`src/rtl/pirq_router_pkg.sv`:
```
package pirq_router_pkg;
    localparam int BYTE_W      = 8;
    localparam logic [BYTE_W-1:0] ROUTE_RESET = 8'h80;
    localparam logic [BYTE_W-1:0] LINE_NONE   = 8'hFF;
endpackage

```
`src/rtl/pirq_route_regs.sv`:
```
module pirq_route_regs
    import pirq_router_pkg::*;
#(
    parameter int PIRQ_N     = 4,
    parameter int ADDR_W     = 8,
    parameter int ROUTE_BASE = 'h60
) (
    input  logic                           clk,
    input  logic                           rst_n,
    input  logic                           wr_en,
    input  logic [ADDR_W-1:0]              addr,
    input  logic [BYTE_W-1:0]              wr_data,
    output logic [BYTE_W-1:0]              rd_data,
    output logic [PIRQ_N-1:0][BYTE_W-1:0]  route_q,
    output logic [PIRQ_N-1:0][BYTE_W-1:0]  route_d,
    output logic                           wr_hit
);
    typedef struct packed {
        logic [PIRQ_N-1:0][BYTE_W-1:0] route;
    } regs_t;

    regs_t st_d, st_q;
    logic [PIRQ_N-1:0] sel;

    always_comb begin
        st_d    = st_q;
        rd_data = '0;
        for (int p = 0; p < PIRQ_N; p++) begin
            sel[p] = (addr == ADDR_W'(ROUTE_BASE + p));
            if (sel[p]) begin
                rd_data = st_q.route[p];
                if (wr_en) st_d.route[p] = wr_data;
            end
        end
        wr_hit = wr_en && (|sel);
    end

    always_ff @(posedge clk or negedge rst_n) begin
        if (!rst_n) begin
            for (int p = 0; p < PIRQ_N; p++) st_q.route[p] <= ROUTE_RESET;
        end else begin
            st_q <= st_d;
        end
    end

    assign route_q = st_q.route;
    assign route_d = st_d.route;
endmodule

```
`src/rtl/pirq_level_map.sv`:
```
module pirq_level_map
    import pirq_router_pkg::*;
#(
    parameter int PIRQ_N = 4,
    parameter int LINE_N = 16,
    localparam int MAP_W      = PIRQ_N * LINE_N,
    localparam int MAP_IDX_W  = $clog2(MAP_W),
    localparam int LINE_IDX_W = $clog2(LINE_N)
) (
    input  logic                           clk,
    input  logic                           rst_n,
    input  logic [PIRQ_N-1:0]              pirq_in,
    input  logic [PIRQ_N-1:0][BYTE_W-1:0]  route_d,
    input  logic                           rebuild,
    output logic [MAP_W-1:0]               map_q
);
    typedef struct packed {
        logic [MAP_W-1:0] map;
    } map_t;

    map_t st_d, st_q;
    logic [MAP_IDX_W-1:0] idx;

    always_comb begin
        st_d = st_q;
        idx  = '0;
        if (rebuild) st_d.map = '0;
        for (int p = 0; p < PIRQ_N; p++) begin
            if (int'(route_d[p]) < LINE_N) begin
                idx = MAP_IDX_W'(route_d[p][LINE_IDX_W-1:0]) * MAP_IDX_W'(PIRQ_N)
                    + MAP_IDX_W'(p);
                st_d.map[idx] = pirq_in[p];
            end
        end
    end

    always_ff @(posedge clk or negedge rst_n) begin
        if (!rst_n) st_q <= '0;
        else        st_q <= st_d;
    end

    assign map_q = st_q.map;
endmodule

```
`src/rtl/pirq_line_or.sv`:
```
module pirq_line_or #(
    parameter int PIRQ_N = 4,
    parameter int LINE_N = 16
) (
    input  logic [PIRQ_N*LINE_N-1:0] map,
    output logic [LINE_N-1:0]        line_out
);
    for (genvar l = 0; l < LINE_N; l++) begin : g_line
        assign line_out[l] = |map[l*PIRQ_N +: PIRQ_N];
    end
endmodule

```
`src/rtl/pirq_route_report.sv`:
```
module pirq_route_report
    import pirq_router_pkg::*;
#(
    parameter int PIRQ_N = 4,
    parameter int LINE_N = 16,
    localparam int PIN_W = $clog2(PIRQ_N)
) (
    input  logic [PIRQ_N-1:0][BYTE_W-1:0] route,
    input  logic [PIN_W-1:0]              pin,
    output logic                          on,
    output logic [BYTE_W-1:0]             line
);
    logic [BYTE_W-1:0] sel_route;

    always_comb begin
        sel_route = route[pin];
        on        = int'(sel_route) < LINE_N;
        line      = on ? sel_route : LINE_NONE;
    end
endmodule

```
`src/rtl/pirq_router.sv`:
```
module pirq_router
    import pirq_router_pkg::*;
#(
    parameter int PIRQ_N     = 4,
    parameter int LINE_N     = 16,
    parameter int ADDR_W     = 8,
    parameter int DEVFN_W    = 8,
    parameter int ROUTE_BASE = 'h60,
    localparam int PIN_W = $clog2(PIRQ_N)
) (
    input  logic                 clk,
    input  logic                 rst_n,
    input  logic [PIRQ_N-1:0]    pirq_in,
    input  logic                 cfg_wr_en,
    input  logic [ADDR_W-1:0]    cfg_addr,
    input  logic [BYTE_W-1:0]    cfg_wr_data,
    output logic [BYTE_W-1:0]    cfg_rd_data,
    output logic [LINE_N-1:0]    pic_out,
    input  logic [PIN_W-1:0]     rpt_pin,
    output logic                 rpt_on,
    output logic [BYTE_W-1:0]    rpt_line,
    input  logic [DEVFN_W-1:0]   swz_devfn,
    input  logic [PIN_W-1:0]     swz_intx,
    output logic [PIN_W-1:0]     swz_pirq
);
    logic [PIRQ_N-1:0][BYTE_W-1:0] route_q;
    logic [PIRQ_N-1:0][BYTE_W-1:0] route_d;
    logic                          wr_hit;
    logic [PIRQ_N*LINE_N-1:0]      map_q;

    pirq_route_regs #(.PIRQ_N(PIRQ_N), .ADDR_W(ADDR_W), .ROUTE_BASE(ROUTE_BASE)) u_regs (
        .clk(clk), .rst_n(rst_n), .wr_en(cfg_wr_en), .addr(cfg_addr),
        .wr_data(cfg_wr_data), .rd_data(cfg_rd_data),
        .route_q(route_q), .route_d(route_d), .wr_hit(wr_hit)
    );

    pirq_level_map #(.PIRQ_N(PIRQ_N), .LINE_N(LINE_N)) u_map (
        .clk(clk), .rst_n(rst_n), .pirq_in(pirq_in), .route_d(route_d),
        .rebuild(wr_hit), .map_q(map_q)
    );

    pirq_line_or #(.PIRQ_N(PIRQ_N), .LINE_N(LINE_N)) u_or (
        .map(map_q), .line_out(pic_out)
    );

    pirq_route_report #(.PIRQ_N(PIRQ_N), .LINE_N(LINE_N)) u_rpt (
        .route(route_q), .pin(rpt_pin), .on(rpt_on), .line(rpt_line)
    );

    always_comb begin
        swz_pirq = PIN_W'(swz_devfn >> 3) + swz_intx - PIN_W'(1);
    end
endmodule

```
`config.mk`:
```
export PLATFORM = sky130hd
export DESIGN_NAME = pirq_router
export DESIGN_NICKNAME = d
export VERILOG_FILES = /design/src/rtl/pirq_router_pkg.sv /design/src/rtl/pirq_route_regs.sv /design/src/rtl/pirq_level_map.sv /design/src/rtl/pirq_line_or.sv /design/src/rtl/pirq_route_report.sv /design/src/rtl/pirq_router.sv
export SDC_FILE = /design/constraint.sdc
export NUM_CORES = 1
export LEC_CHECK = 0
export CORE_ASPECT_RATIO = 1.25
export CORE_MARGIN = 10
export CORE_UTILIZATION = 58
export DETAILED_ROUTE_END_ITERATION = 12
export DONT_BUFFER_PORTS = 1
export GPL_ROUTABILITY_DRIVEN = 0
export PLACE_DENSITY = 0.76
export SYNTH_ARGS = -nofsm -noshare
export SYNTH_HDL_FRONTEND = slang
export SYNTH_SLANG_ARGS = --single-unit
```
`constraint.sdc`:
```
create_clock -name clk -period 1.7 [get_ports clk]
set_input_delay 0.255 -clock clk [delete_from_list [all_inputs] [get_ports clk]]
set_output_delay 0.255 -clock clk [all_outputs]
set_load 0.01 [all_outputs]
```
# [Word-level counts from Yosys, hierarchy flattened]
# Cells that the tools add are included.
[op_classes] addsub=5 magnitude_cmp=14 eq_ne=4 muxes=32 n_reduce_logical=22
[ops] op="$mux W64" n=5
[ops] op="$bwmux W64" n=4
[ops] op="$mux W8" n=14
[ops] op="$reduce_or A4 Y1" n=17
[ops] op="$lt A8 B5 Y1 const B" n=5
[ops] op="$eq A8 B7 Y1 const B" n=4
[ops] op="$lt A6 B7 Y1 const B" n=4
[ops] op="$ge A6 B1 Y1 const B" n=4
[ops] op="$demux W1 S6" n=3
[ops] op="$bmux W8 S2" n=1
[ops] op="$add A6 B2 Y6 const B" n=2
[ops] op="$add A6 B1 Y6 const B" n=1
[ops] op="$logic_and A1 B1 Y1" n=5
[ops] op="$demux W1 S4" n=1
[ops] op="$mux W1" n=4
[ops] op="$lt A2 B3 Y1 const B" n=1
[ops] op="$add A2 B2 Y2" n=1
[ops] op="$sub A2 B1 Y2 const B" n=1
[word_totals] regBits=96 in_bits=35 out_inout_bits=35 wordCells=82

# [Logic depth before layout (Yosys ltp)]
# Gate-level depths: netlist of run 1.
[logic_depth] depth_word=14 mapped_depth=7 ltp_nobuf=6

# [Hierarchy]
# A second synthesis of run 1 with hierarchy kept.
[hier_totals] cells_unflattened=445 hier_area_um2=5466.5
[modules_own_cells] mod="pirq_level_map" n_inst=1 cells_each=303 area_each_um2=3438.3 seq_area_each_um2=1601.5
[modules_own_cells] mod="pirq_route_regs" n_inst=1 cells_each=94 area_each_um2=1564.0 seq_area_each_um2=805.8
[modules_own_cells] mod="pirq_route_report" n_inst=1 cells_each=27 area_each_um2=296.5 seq_area_each_um2=0.0
[modules_own_cells] mod="pirq_line_or" n_inst=1 cells_each=16 area_each_um2=120.1 seq_area_each_um2=0.0
[modules_own_cells] mod="pirq_router" n_inst=1 cells_each=5 area_each_um2=47.5 seq_area_each_um2=0.0

# [Least setup slack after synthesis of run 1]
# Ideal clock, no wire load.
[synth_timing] path_kind="register to output" start="register u_regs.st_q (netlist bit u_regs.route_q[14])" end="output port rpt_line[0]" arrival_ns=1.687 required_ns=1.445 slack_ns=-0.242 path_stages_with_launch=6 path_buffers=0 cell_sequence="dfrtp_1 or4_1 o211ai_1 o21ai_0 inv_1 nand2b_1"
[synth_via] elab_chain_cells=4
[synth_rtl] item="from (decl)" line="pirq_route_regs.sv:22" source="regs_t st_d, st_q;"
[synth_rtl] item="from (signal assigned)" line="pirq_route_regs.sv:42" source="st_q <= st_d;"
[synth_rtl] item="$bmux W8 S2" line="pirq_route_report.sv:16" source="sel_route = route[pin];"
[synth_rtl] item="$mux W8 (not written as such)" line="pirq_route_report.sv:16"
[synth_rtl] item="$lt A8 B5 Y1" line="pirq_route_report.sv:17" source="on = int'(sel_route) < LINE_N;"
[synth_rtl] item="named net rpt_on" line="pirq_router.sv:20" source="output logic rpt_on,"
[synth_rtl] item="$mux W8" line="pirq_route_report.sv:18" source="line = on ? sel_route : LINE_NONE;"
[synth_rtl] item="to (decl)" line="pirq_router.sv:21" source="output logic [BYTE_W-1:0] rpt_line,"
# The timed path passes the listed nets, and every way through them passes these cells. The select of a mux whose other input is x is not followed.

# [Worst setup path in the final report of run 1]
[layout_timing] start="register u_regs.st_q (netlist bit u_regs.route_q[14])" end="output port rpt_on"
[layout_via] elab_chain_cells=3
[layout_rtl] item="$bmux W8 S2" line="pirq_route_report.sv:16"
[layout_rtl] item="$mux W8 (not written as such)" line="pirq_route_report.sv:16"
[layout_rtl] item="$lt A8 B5 Y1" line="pirq_route_report.sv:17"
[layout_rtl] item="to (decl)" line="pirq_router.sv:20"
# Every way passes these cells. The select of a mux whose other input is x is not followed.

==> impl_metrics.yaml, run 1 <==
power_and_ir_drop:
  power_leakage_nw: 3.47
  p_per_area_nw_per_um2: 865
  peakVddDrop_mv: 0.918
  finalPower_mw: 6.14
clock_network:
  clockRootBuffer: "clkbuf_16"
  worstSkewPairLatency_ps: 350
  cts_buffers: 9
  htreeDepth: 3
  cts.sinks: 96
  cts_hold_buf: 1
  cts_buffer_depth: 2
  cts_tree: "done"
  clk_pin_slew_ps: 70
worst_setup_path:
  worstPathArrival_ps: 1930
  cp-end-kind: "primary output"
  crit_path_start_kind: "register"
  crit_fanout: 5
  required_ps: 1440
  crit_type: "register to primary output"
timing:
  holdWs_ps: -399
  post-route-period-util: 1.28
  worst_slack_ps: -484
  max_freq_mhz: 458
  worst-slew-pin-transition_ps: 703
  hold_viol: 96
  slew_headroom: 0.531
  maxSlewViolCount: 0
  finalSetupViolCount: 63
  grt_setup_unrepaired: "yes"
  clock-skew-final_ps: 6.65
  fin_crit_ps: 2180
synth:
  ys_seq_area_frac: 0.437
  syn-cell-area_um2: 5510
  synth_cells: 520
  yosysWarningCount: 0
  avgSynthCellArea_um2: 10.6
  synth_seq_cells: 96
  ys_types: 47
  syn_nets: 556
die:
  start_util: 0.597
  core_area_um2: 9220
  fp.dieH_um: 129
  io_pins: 70
  die_area_um2: 13800
  row_count: 39
  fp.dieW_um: 107
grt:
  antenna_found_initial: 0
  grt_pass1_wl_um: 26000
  grt_pass1_vias: 4733
  grt_max_degree: 97
  grt_use_total: 0.242
  grt_overflow_total: 0
cells_and_area:
  antenna_cells: 0
  final_cell_area_um2: 7100
  drive_gt1_frac: 0.416
  syn_to_final_growth_pct: 28.8
  stdcell_count: 726
  utilization: 0.770
  final_nets: 634
hold_path:
  hold_class: "input pin to async pin"
place:
  io_buffer_count: 0
  place_inst: 681
  hpwl_um: 11600
  post-place-ws_ps: -278
  placed_area_um2: 6120
run_status:
  status: "complete, but fails checks"
  violations: "negative hold slack, negative setup slack"
detailed_routing:
  drt_wl_total_um: 17500
  final_antenna_net_count: 0
  drcViolationCount: 0
  wl_per_cell_um: 24.1
  vias_per_cell: 6.65
  vias: 4825
  drt-initial-drc-count: 474
  drt_pass1_iterations: 5
flow_run:
  maxCapViolations: 0
[worst max-delay path, stage by stage (launching register included)]
cell and delay [ps]:
dfrtp_1 400, or4_4 550, o211ai_1 270, o21ai_2 130, inv_2 110, buf_4 120
[kinds of logic after synthesis]
family | Yosys count | share of synthesized area
compound gates | 60 | 0.0804
xor+xnor | 2 | 0.00318
simple gates | 213 | 0.206
flops | 96 | 0.437
mux | 112 | 0.242
buf+inv | 36 | 0.0295
fa+ha+maj | 1 | 0.00227
[metrics by stage]
stage                     hold WS, ps  TNS (ps)
final                            -399    -10490
after global routing             -414    -13480
after CTS                        -404     -6960
after detailed placement        -34.7     -7870
after global placement          -34.9     -5730
after floorplan                 -40.6      -467
[layer usage]
layer  share of wire  GRT usage
met2            0.51      0.417
met1            0.35      0.266
met3           0.080     0.0609
met4           0.058      0.136
met5               0          0
[cell usage in the layout, fill, tap and decap left out, types with 3 or more instances in the layout]
cell type,instances
mux2i_1,58
clkbuf_16,9
o31ai_1,19
buf_12,6
o211ai_1,22
nand3_2,5
mux2i_2,6
buf_4,68
or4_1,16
or4_4,3
or3_1,4
nor2_1,11
o311a_1,4
nand2_1,84
mux2i_4,3
nand3_1,8
mux4_2,12
buf_6,18
dfrtp_1,76
mux2_2,29
nand2b_1,21
nor4_4,4
o21ai_4,3
dfrtp_2,16
a31o_2,4
nand3b_1,7
nand2_2,12
inv_1,7
and3_4,9
dfstp_2,4
mux2_4,4
[cell usage after synthesis (all sizes together)]
master  count  share of area
dfrtp      92           0.42
or4        19          0.026
nor3        6         0.0055
nand4       2         0.0034
nand4b      3         0.0075
nand2b     22          0.025
a21oi       4         0.0036
a31o        4         0.0064
or4b        1         0.0018
or2         1         0.0011
and4        1         0.0016
dfstp       4          0.019
nand3b      7         0.0095
buf        11          0.012
and3        9          0.010
and4bb      1         0.0023
o21ai       5         0.0045
or3         5         0.0057
o211ai     22          0.030
nand2      98          0.067
nor4        6         0.0079
nor3b       4         0.0075
nor2       11         0.0075
clkbuf     15          0.010
mux4       12          0.049
nor2b       2         0.0023
o311a       4         0.0073
nand3      15          0.015
o31ai      19          0.026
a211oi      2         0.0027
mux2       33          0.067
clkinv      1        0.00068
inv         9         0.0061
ha          1         0.0023
mux2i      67           0.13
xnor2       2         0.0032
[power by group]
| group | switching (mW) | total (mW) | internal, mW |
|---|---|---|---|
| combinational | 0.691 | 1.31 | 0.615 |
| clock | 0.880 | 2.06 | 1.18 |
| sequential | 0.194 | 2.78 | 2.58 |
[area by class of cell]
type	count	area [µm²]
multi-input combinational	388	3340
sequential	96	2430
fill	529	2120
timing repair buffer	93	843
clock buffer	11	243
tap	123	154
clock inverter	5	56.3
inverter	10	37.5
[sequential cells by signal, indices dropped and copies added, names as in the netlist]
register / count
u_map.map_q: 64
u_regs.route_q: 32
[final timing paths]
kind                                     from            endpoint  slack [ps]  cells past startpoint
max reg2reg                u_regs.route_q[14]     u_map.map_q[29]        -280                      7
max                        u_regs.route_q[14]              rpt_on        -480                      5
min reg2reg                   u_map.map_q[44]     u_map.map_q[44]         530                      2
min                                     rst_n  u_regs.route_q[18]        -400                      0
min in group clk               cfg_wr_data[4]  u_regs.route_q[28]          20                      2
max in group asynchronous               rst_n   u_regs.route_q[7]        1910                      0
[timing repair]
action | 4_1_cts | 5_1_grt
setup buffers | 17 | 14
pin swaps | 14 | 17
hold endpoints to repair | 97 | 96
gates resized for setup | 67 | 47
endpoints found under the setup margin | 66 | 80
No activity file was read; power rests on OpenSTA's default activity.
==> run 2: changes to the inputs <==
--- a/config.mk
+++ b/config.mk
@@ -14,4 +14,5 @@
 export PLACE_DENSITY = 0.76
 export SYNTH_ARGS = -nofsm -noshare
 export SYNTH_HDL_FRONTEND = slang
+export SYNTH_HIERARCHICAL = 1
 export SYNTH_SLANG_ARGS = --single-unit
==> run 2 against run 1 <==
Effect of this change:
- the flow still finishes with violations (negative hold slack, negative setup slack)
- clock power fell by 8%
- clock skew hardly changed
- first-iteration DRC count decreased by 24%
- synthesized cell count is 14% lower
- critical path type is now input pin to register
- largest power group unchanged
- synthesized area shrank 0.77%
- sequential cell count did not move
- highest routed layer unchanged
==> impl_metrics.yaml, run 2 <==
cells_and_area:
  num-fill-cells: 501
  stdcell_count: 659
  utilization: 0.800
  antenna_cells: 0
  final_nets: 567
  layout_commonest_cell: "dfrtp_1"
  drive_gt1_frac: 0.567
  syn_to_final_growth_pct: 34.2
  final_cell_area_um2: 7340
  final_cell_mix: "92 x dfrtp_1, 66 x nor2b_1, 61 x buf_4"
  largest_reg_flops: 64
worst_setup_path:
  required_ps: 1940
  cp-end-kind: "register"
  crit_fanout: 8
  crit_path_start_kind: "input pin"
  worstPathArrival_ps: 2740
  crit_type: "input pin to register"
synth:
  synth.most_common_cell: "dfrtp_1"
  synth_area_leaders: "dfrtp_1 42%, mux2_2 14%, nor2b_1 9.4%"
  yosysWarningCount: 6
  avgSynthCellArea_um2: 12.3
  synth_edf_count: 0
  syn-cell-area_um2: 5470
  synth_seq_cells: 96
  synth_ff_type: "dfrtp_1"
  synth_cells: 445
  ys_types: 39
  syn_nets: 481
  yosys.area.top_type_share: 0.421
  synthTopCellsByCount: "92 x dfrtp_1, 82 x nor2b_1, 68 x mux2_2"
  synth_largest_area_cell: "dfrtp_1"
  ys_seq_area_frac: 0.440
  ys_async_sr_fraction: 1.00
power_and_ir_drop:
  finalPower_mw: 6.25
  power_leakage_nw: 3.42
  p_per_area_nw_per_um2: 853
  peakVddDrop_mv: 0.644
grt:
  grt_pass1_wl_um: 26100
  grt_pass1_vias: 4609
  grt_max_degree: 97
  grt_use_total: 0.245
  antenna_found_initial: 0
  grt_overflow_total: 0
clock_network:
  clockRootBuffer: "clkbuf_16"
  cts_tree: "done"
  worstSkewPairLatency_ps: 350
  cts.sinks: 96
  cts_buffer_depth: 2
  cts_buffers: 9
  htreeDepth: 3
  clk_pin_slew_ps: 70
die:
  die_area_um2: 13700
  core_area_um2: 9170
  fp.dieH_um: 129
  row_count: 39
  io_pins: 70
  fp.dieW_um: 107
  start_util: 0.596
flow_run:
  maxCapViolations: 0
timing:
  max_freq_mhz: 400
  clock-skew-final_ps: 6.90
  setup-tns-final_ps: -51810
  fin_crit_ps: 2500
  post-route-period-util: 1.47
  hold_viol: 96
  maxSlewViolCount: 0
  slew_headroom: 0.575
  worst_slack_ps: -801
  holdWs_ps: -402
  worst-slew-pin-transition_ps: 637
  finalSetupViolCount: 89
  grt_setup_unrepaired: "yes"
detailed_routing:
  wl_per_cell_um: 26.0
  final_antenna_net_count: 0
  vias_per_cell: 6.56
  wl_met1_um: 6340
  drt_pass1_iterations: 5
  met3_length_um: 1240
  drt_wl_total_um: 17200
  dr.max_layer_used: "met4"
  vias: 4323
  drt-initial-drc-count: 358
  drcViolationCount: 0
  dr_wl_met2_um: 8540
place:
  post-place-ws_ps: -1160
  hpwl_um: 11000
  placed_area_um2: 6160
  io_buffer_count: 0
  place_inst: 610
run_status:
  status: "complete, but fails checks"
  violations: "negative hold slack, negative setup slack"
hold_path:
  hold_class: "input pin to async pin"
## run 2: cells by family (layout without fill, tap and decap cells)
family | after synthesis | count (layout) | synth area share
flip-flops | 96 | 96 | 0.440
AO/OA/AOI/OAI | 19 | 19 | 0.0254
multiplexers | 106 | 106 | 0.258
AND/OR/NAND/NOR | 198 | 198 | 0.243
adder cells (fa/ha/maj) | 1 | 1 | 0.00229
XOR/XNOR | 1 | 1 | 0.00435
buffers and inverters | 24 | 115 | 0.0261
## run 2: critical path, stage by stage
cell and delay (ps):
or4b_4 590, nor4b_4 250, buf_6 170, mux2_4 330, nor4_4 280, buf_6 180, buf_12 140, nand4_1 190
mux2_2 330
## run 2: worst paths after layout
check | to | cells past startpoint | from | slack, ps
setup / recovery | u_map/map_q[45] | 9 | cfg_addr[3] | -800
max in group asynchronous | u_regs/route_q[23] | 0 | rst_n | 1850
min in group clk | u_map/map_q[9] | 1 | pirq_in[1] | 50
setup reg to reg | u_map/map_q[45] | 7 | u_regs/route_q[13] | -380
hold reg to reg | u_regs/route_q[22] | 1 | u_regs/route_q[22] | 570
hold / removal | u_regs/route_q[10] | 0 | rst_n | -400
## run 2: what timing repair did
| action | CTS | global route |
|---|---|---|
| gates resized for setup | 105 | 26 |
| hold endpoints to repair | 96 | 96 |
| pin swaps | 17 | 8 |
| buffers inserted | 19 | 11 |
| gates cloned | 4 | 0 |
| setup endpoints to repair | 87 | 92 |
## run 2: power breakdown
part | total, mW | internal, mW | switching (mW)
logic | 1.70 | 0.941 | 0.764
registers | 2.66 | 2.52 | 0.142
clock network | 1.89 | 0.997 | 0.889
## run 2: area by class of cell
cell class                      count  area [µm²]  area share
Inverter                            4        15.0     0.00205
Timing Repair Buffer               95         960       0.131
Sequential cell                    96        2410       0.328
Tap cell                          123         154      0.0210
Clock inverter                      6        45.0     0.00614
Multi-Input combinational cell    325        3530       0.481
Clock buffer                       10         229      0.0312
## run 2: metal layers
| metal | vias to the layer above | track usage |
|---|---|---|
| li1 | 1832 | - |
| met1 | 2203 | 0.273 |
| met2 | 224 | 0.414 |
| met3 | 64 | 0.0564 |
| met4 | 0 | 0.157 |
| met5 | - | 0 |
==> run 3: changes to the inputs <==
--- a/config.mk
+++ b/config.mk
@@ -5,14 +5,13 @@
 export SDC_FILE = /design/constraint.sdc
 export NUM_CORES = 1
 export LEC_CHECK = 0
+export BUFFER_PORTS_ARGS = -buffer_cell sky130_fd_sc_hd__buf_2
 export CORE_ASPECT_RATIO = 1.25
 export CORE_MARGIN = 10
-export CORE_UTILIZATION = 58
+export CORE_UTILIZATION = 53
 export DETAILED_ROUTE_END_ITERATION = 12
-export DONT_BUFFER_PORTS = 1
 export GPL_ROUTABILITY_DRIVEN = 0
-export PLACE_DENSITY = 0.76
+export PLACE_DENSITY = 0.79
 export SYNTH_ARGS = -nofsm -noshare
 export SYNTH_HDL_FRONTEND = slang
-export SYNTH_HIERARCHICAL = 1
 export SYNTH_SLANG_ARGS = --single-unit
==> run 3 against run 2 <==
Effect of this change:
- the flow finishes with violations (negative setup slack)
- fmax is 11% higher
- clock power is 23% higher
- worst setup slack better by 240 ps
- count of clock-buffer cells in the layout is 2 higher
- non-clock buffer count is 104 higher
- sequential power is 4% higher
- highest routed layer unchanged
- wire length is 23% higher
- critical path depth is 3 lower
- die area is 8.5% higher
- first-iteration DRC count is 59% higher
==> impl_metrics.yaml, run 3 (synthesis results as in run 1) <==
die:
  start_util: 0.545
  row_count: 41
  io_pins: 70
  fp.dieW_um: 111
  die_area_um2: 14900
  core_area_um2: 10100
  fp.dieH_um: 134
cells_and_area:
  syn_to_final_growth_pct: 45.4
  largest_reg_flops: 64
  final_nets: 740
  layout_commonest_cell: "buf_4"
  drive_gt1_frac: 0.526
  final_cell_mix: "109 x buf_4, 81 x nand2_1, 79 x dfrtp_1"
  antenna_cells: 0
grt:
  grt_max_degree: 45
  grt_pass1_wl_um: 29700
  grt_use_total: 0.247
  antenna_found_initial: 0
  grt_overflow_total: 0
  grt_pass1_vias: 5705
timing:
  finalSetupViolCount: 71
  post-route-period-util: 1.33
  slew_headroom: 0.545
  worst-slew-pin-transition_ps: 680
  maxSlewViolCount: 0
  hold_viol: 0
  worst_slack_ps: -561
  fin_crit_ps: 2260
  grt_setup_unrepaired: "yes"
  clock-skew-final_ps: 15.4
  setup-tns-final_ps: -13970
  max_freq_mhz: 442
power_and_ir_drop:
  p_per_area_nw_per_um2: 872
  finalPower_mw: 6.98
  power_leakage_nw: 3.95
  peakVddDrop_mv: 0.754
clock_network:
  clk_pin_slew_ps: 70
  cts_buffer_depth: 2
  cts.sinks: 96
  cts_buffers: 9
  cts_tree: "done"
  worstSkewPairLatency_ps: 360
  clockRootBuffer: "clkbuf_16"
  htreeDepth: 3
worst_setup_path:
  cpPeakStageDelay_ps: 550
  crit_path_start_kind: "register"
  rrSetupSlack_ps: -350
  crit_fanout: 5
  crit_type: "register to primary output"
  path_cells: "or4_4 -> o211ai_1 -> o21ai_2 -> inv_2 -> nand2b_1 -> buf_2"
  cp-end-kind: "primary output"
  cp_slowest_cell: "or4_4"
  required_ps: 1440
  worstPathArrival_ps: 2010
  r2r_cells: 7
place:
  io_buffer_count: 63
  hpwl_um: 12400
detailed_routing:
  drt_pass1_iterations: 5
  vias: 5548
  drt-initial-drc-count: 570
  wl_per_cell_um: 25.2
  final_antenna_net_count: 0
  vias_per_cell: 6.62
  drcViolationCount: 0
  drt_wl_total_um: 21100
run_status:
  status: "complete, but fails checks"
  violations: "negative setup slack"
hold_path:
  hold_depth: 3
  hold_class: "input pin to register"
flow_run:
  maxCapViolations: 0
[run 3: layout make-up]
cell class	count	area, µm²
clock buffers	12	267
clock inverters	4	73.8
fillers	555	2100
inverters	10	37.5
multi-input cells	388	3480
flip-flops and latches	96	2420
well taps	129	161
repair buffers	199	1560
[run 3: critical path: cells and delay by family, from the launching register on]
kind / cells / cell delay (ps)
and+or+nand+nor: 2 / 610
buffers and inverters: 2 / 240
DFF: 1 / 400
AOI/OAI and AO/OA: 2 / 390
[run 3: through the flow]
stage               utilization  instances  hold WS (ps)  worst slack [ps]  cell area, µm²
global placement          0.654        775           202              -246            6610
CTS                       0.745        817           217              -519            7530
floorplan                     -        520         -40.6             -81.6            5540
global route              0.792        838           216              -648            8010
finish                    0.792        838           235              -561            8010
detailed placement        0.654        775           210              -309            6610
[run 3: final timing paths]
check                              startpoint            endpoint
setup / recovery           u_regs.route_q[14]         rpt_line[2]
hold / removal                 cfg_wr_data[2]  u_regs.route_q[26]
setup reg to reg           u_regs.route_q[14]     u_map.map_q[25]
hold reg to reg               u_map.map_q[53]     u_map.map_q[53]
max in group asynchronous               rst_n   u_regs.route_q[9]
min in group asynchronous               rst_n  u_regs.route_q[13]
[run 3: report_power, final]
part,switching (mW),total (mW),internal [mW],leakage [nW]
Combinational,0.946,1.88,0.929,2.54
Sequential,0.193,2.77,2.58,1.24
Clock,0.917,2.33,1.41,0.169
Total,2.06,6.98,4.92,3.95
[run 3: layer usage]
| metal | GRT usage | up-vias | part of all wire |
|---|---|---|---|
| met5 | 0 | - | 0 |
| met4 | 0.153 | 0 | 0.074 |
| met3 | 0.0651 | 130 | 0.080 |
| met2 | 0.438 | 371 | 0.50 |
| met1 | 0.254 | 2753 | 0.34 |
| li1 | - | 2294 | - |
[run 3: what timing repair did]
| item | 4_1_cts | 5_1_grt |
|---|---|---|
| pin swaps | 29 | 23 |
| hold buffers | 1 | 0 |
| endpoints found under the hold margin | 23 | 0 |
| endpoints found under the setup margin | 71 | 91 |
| gates resized for setup | 85 | 74 |
| setup buffers | 28 | 27 |
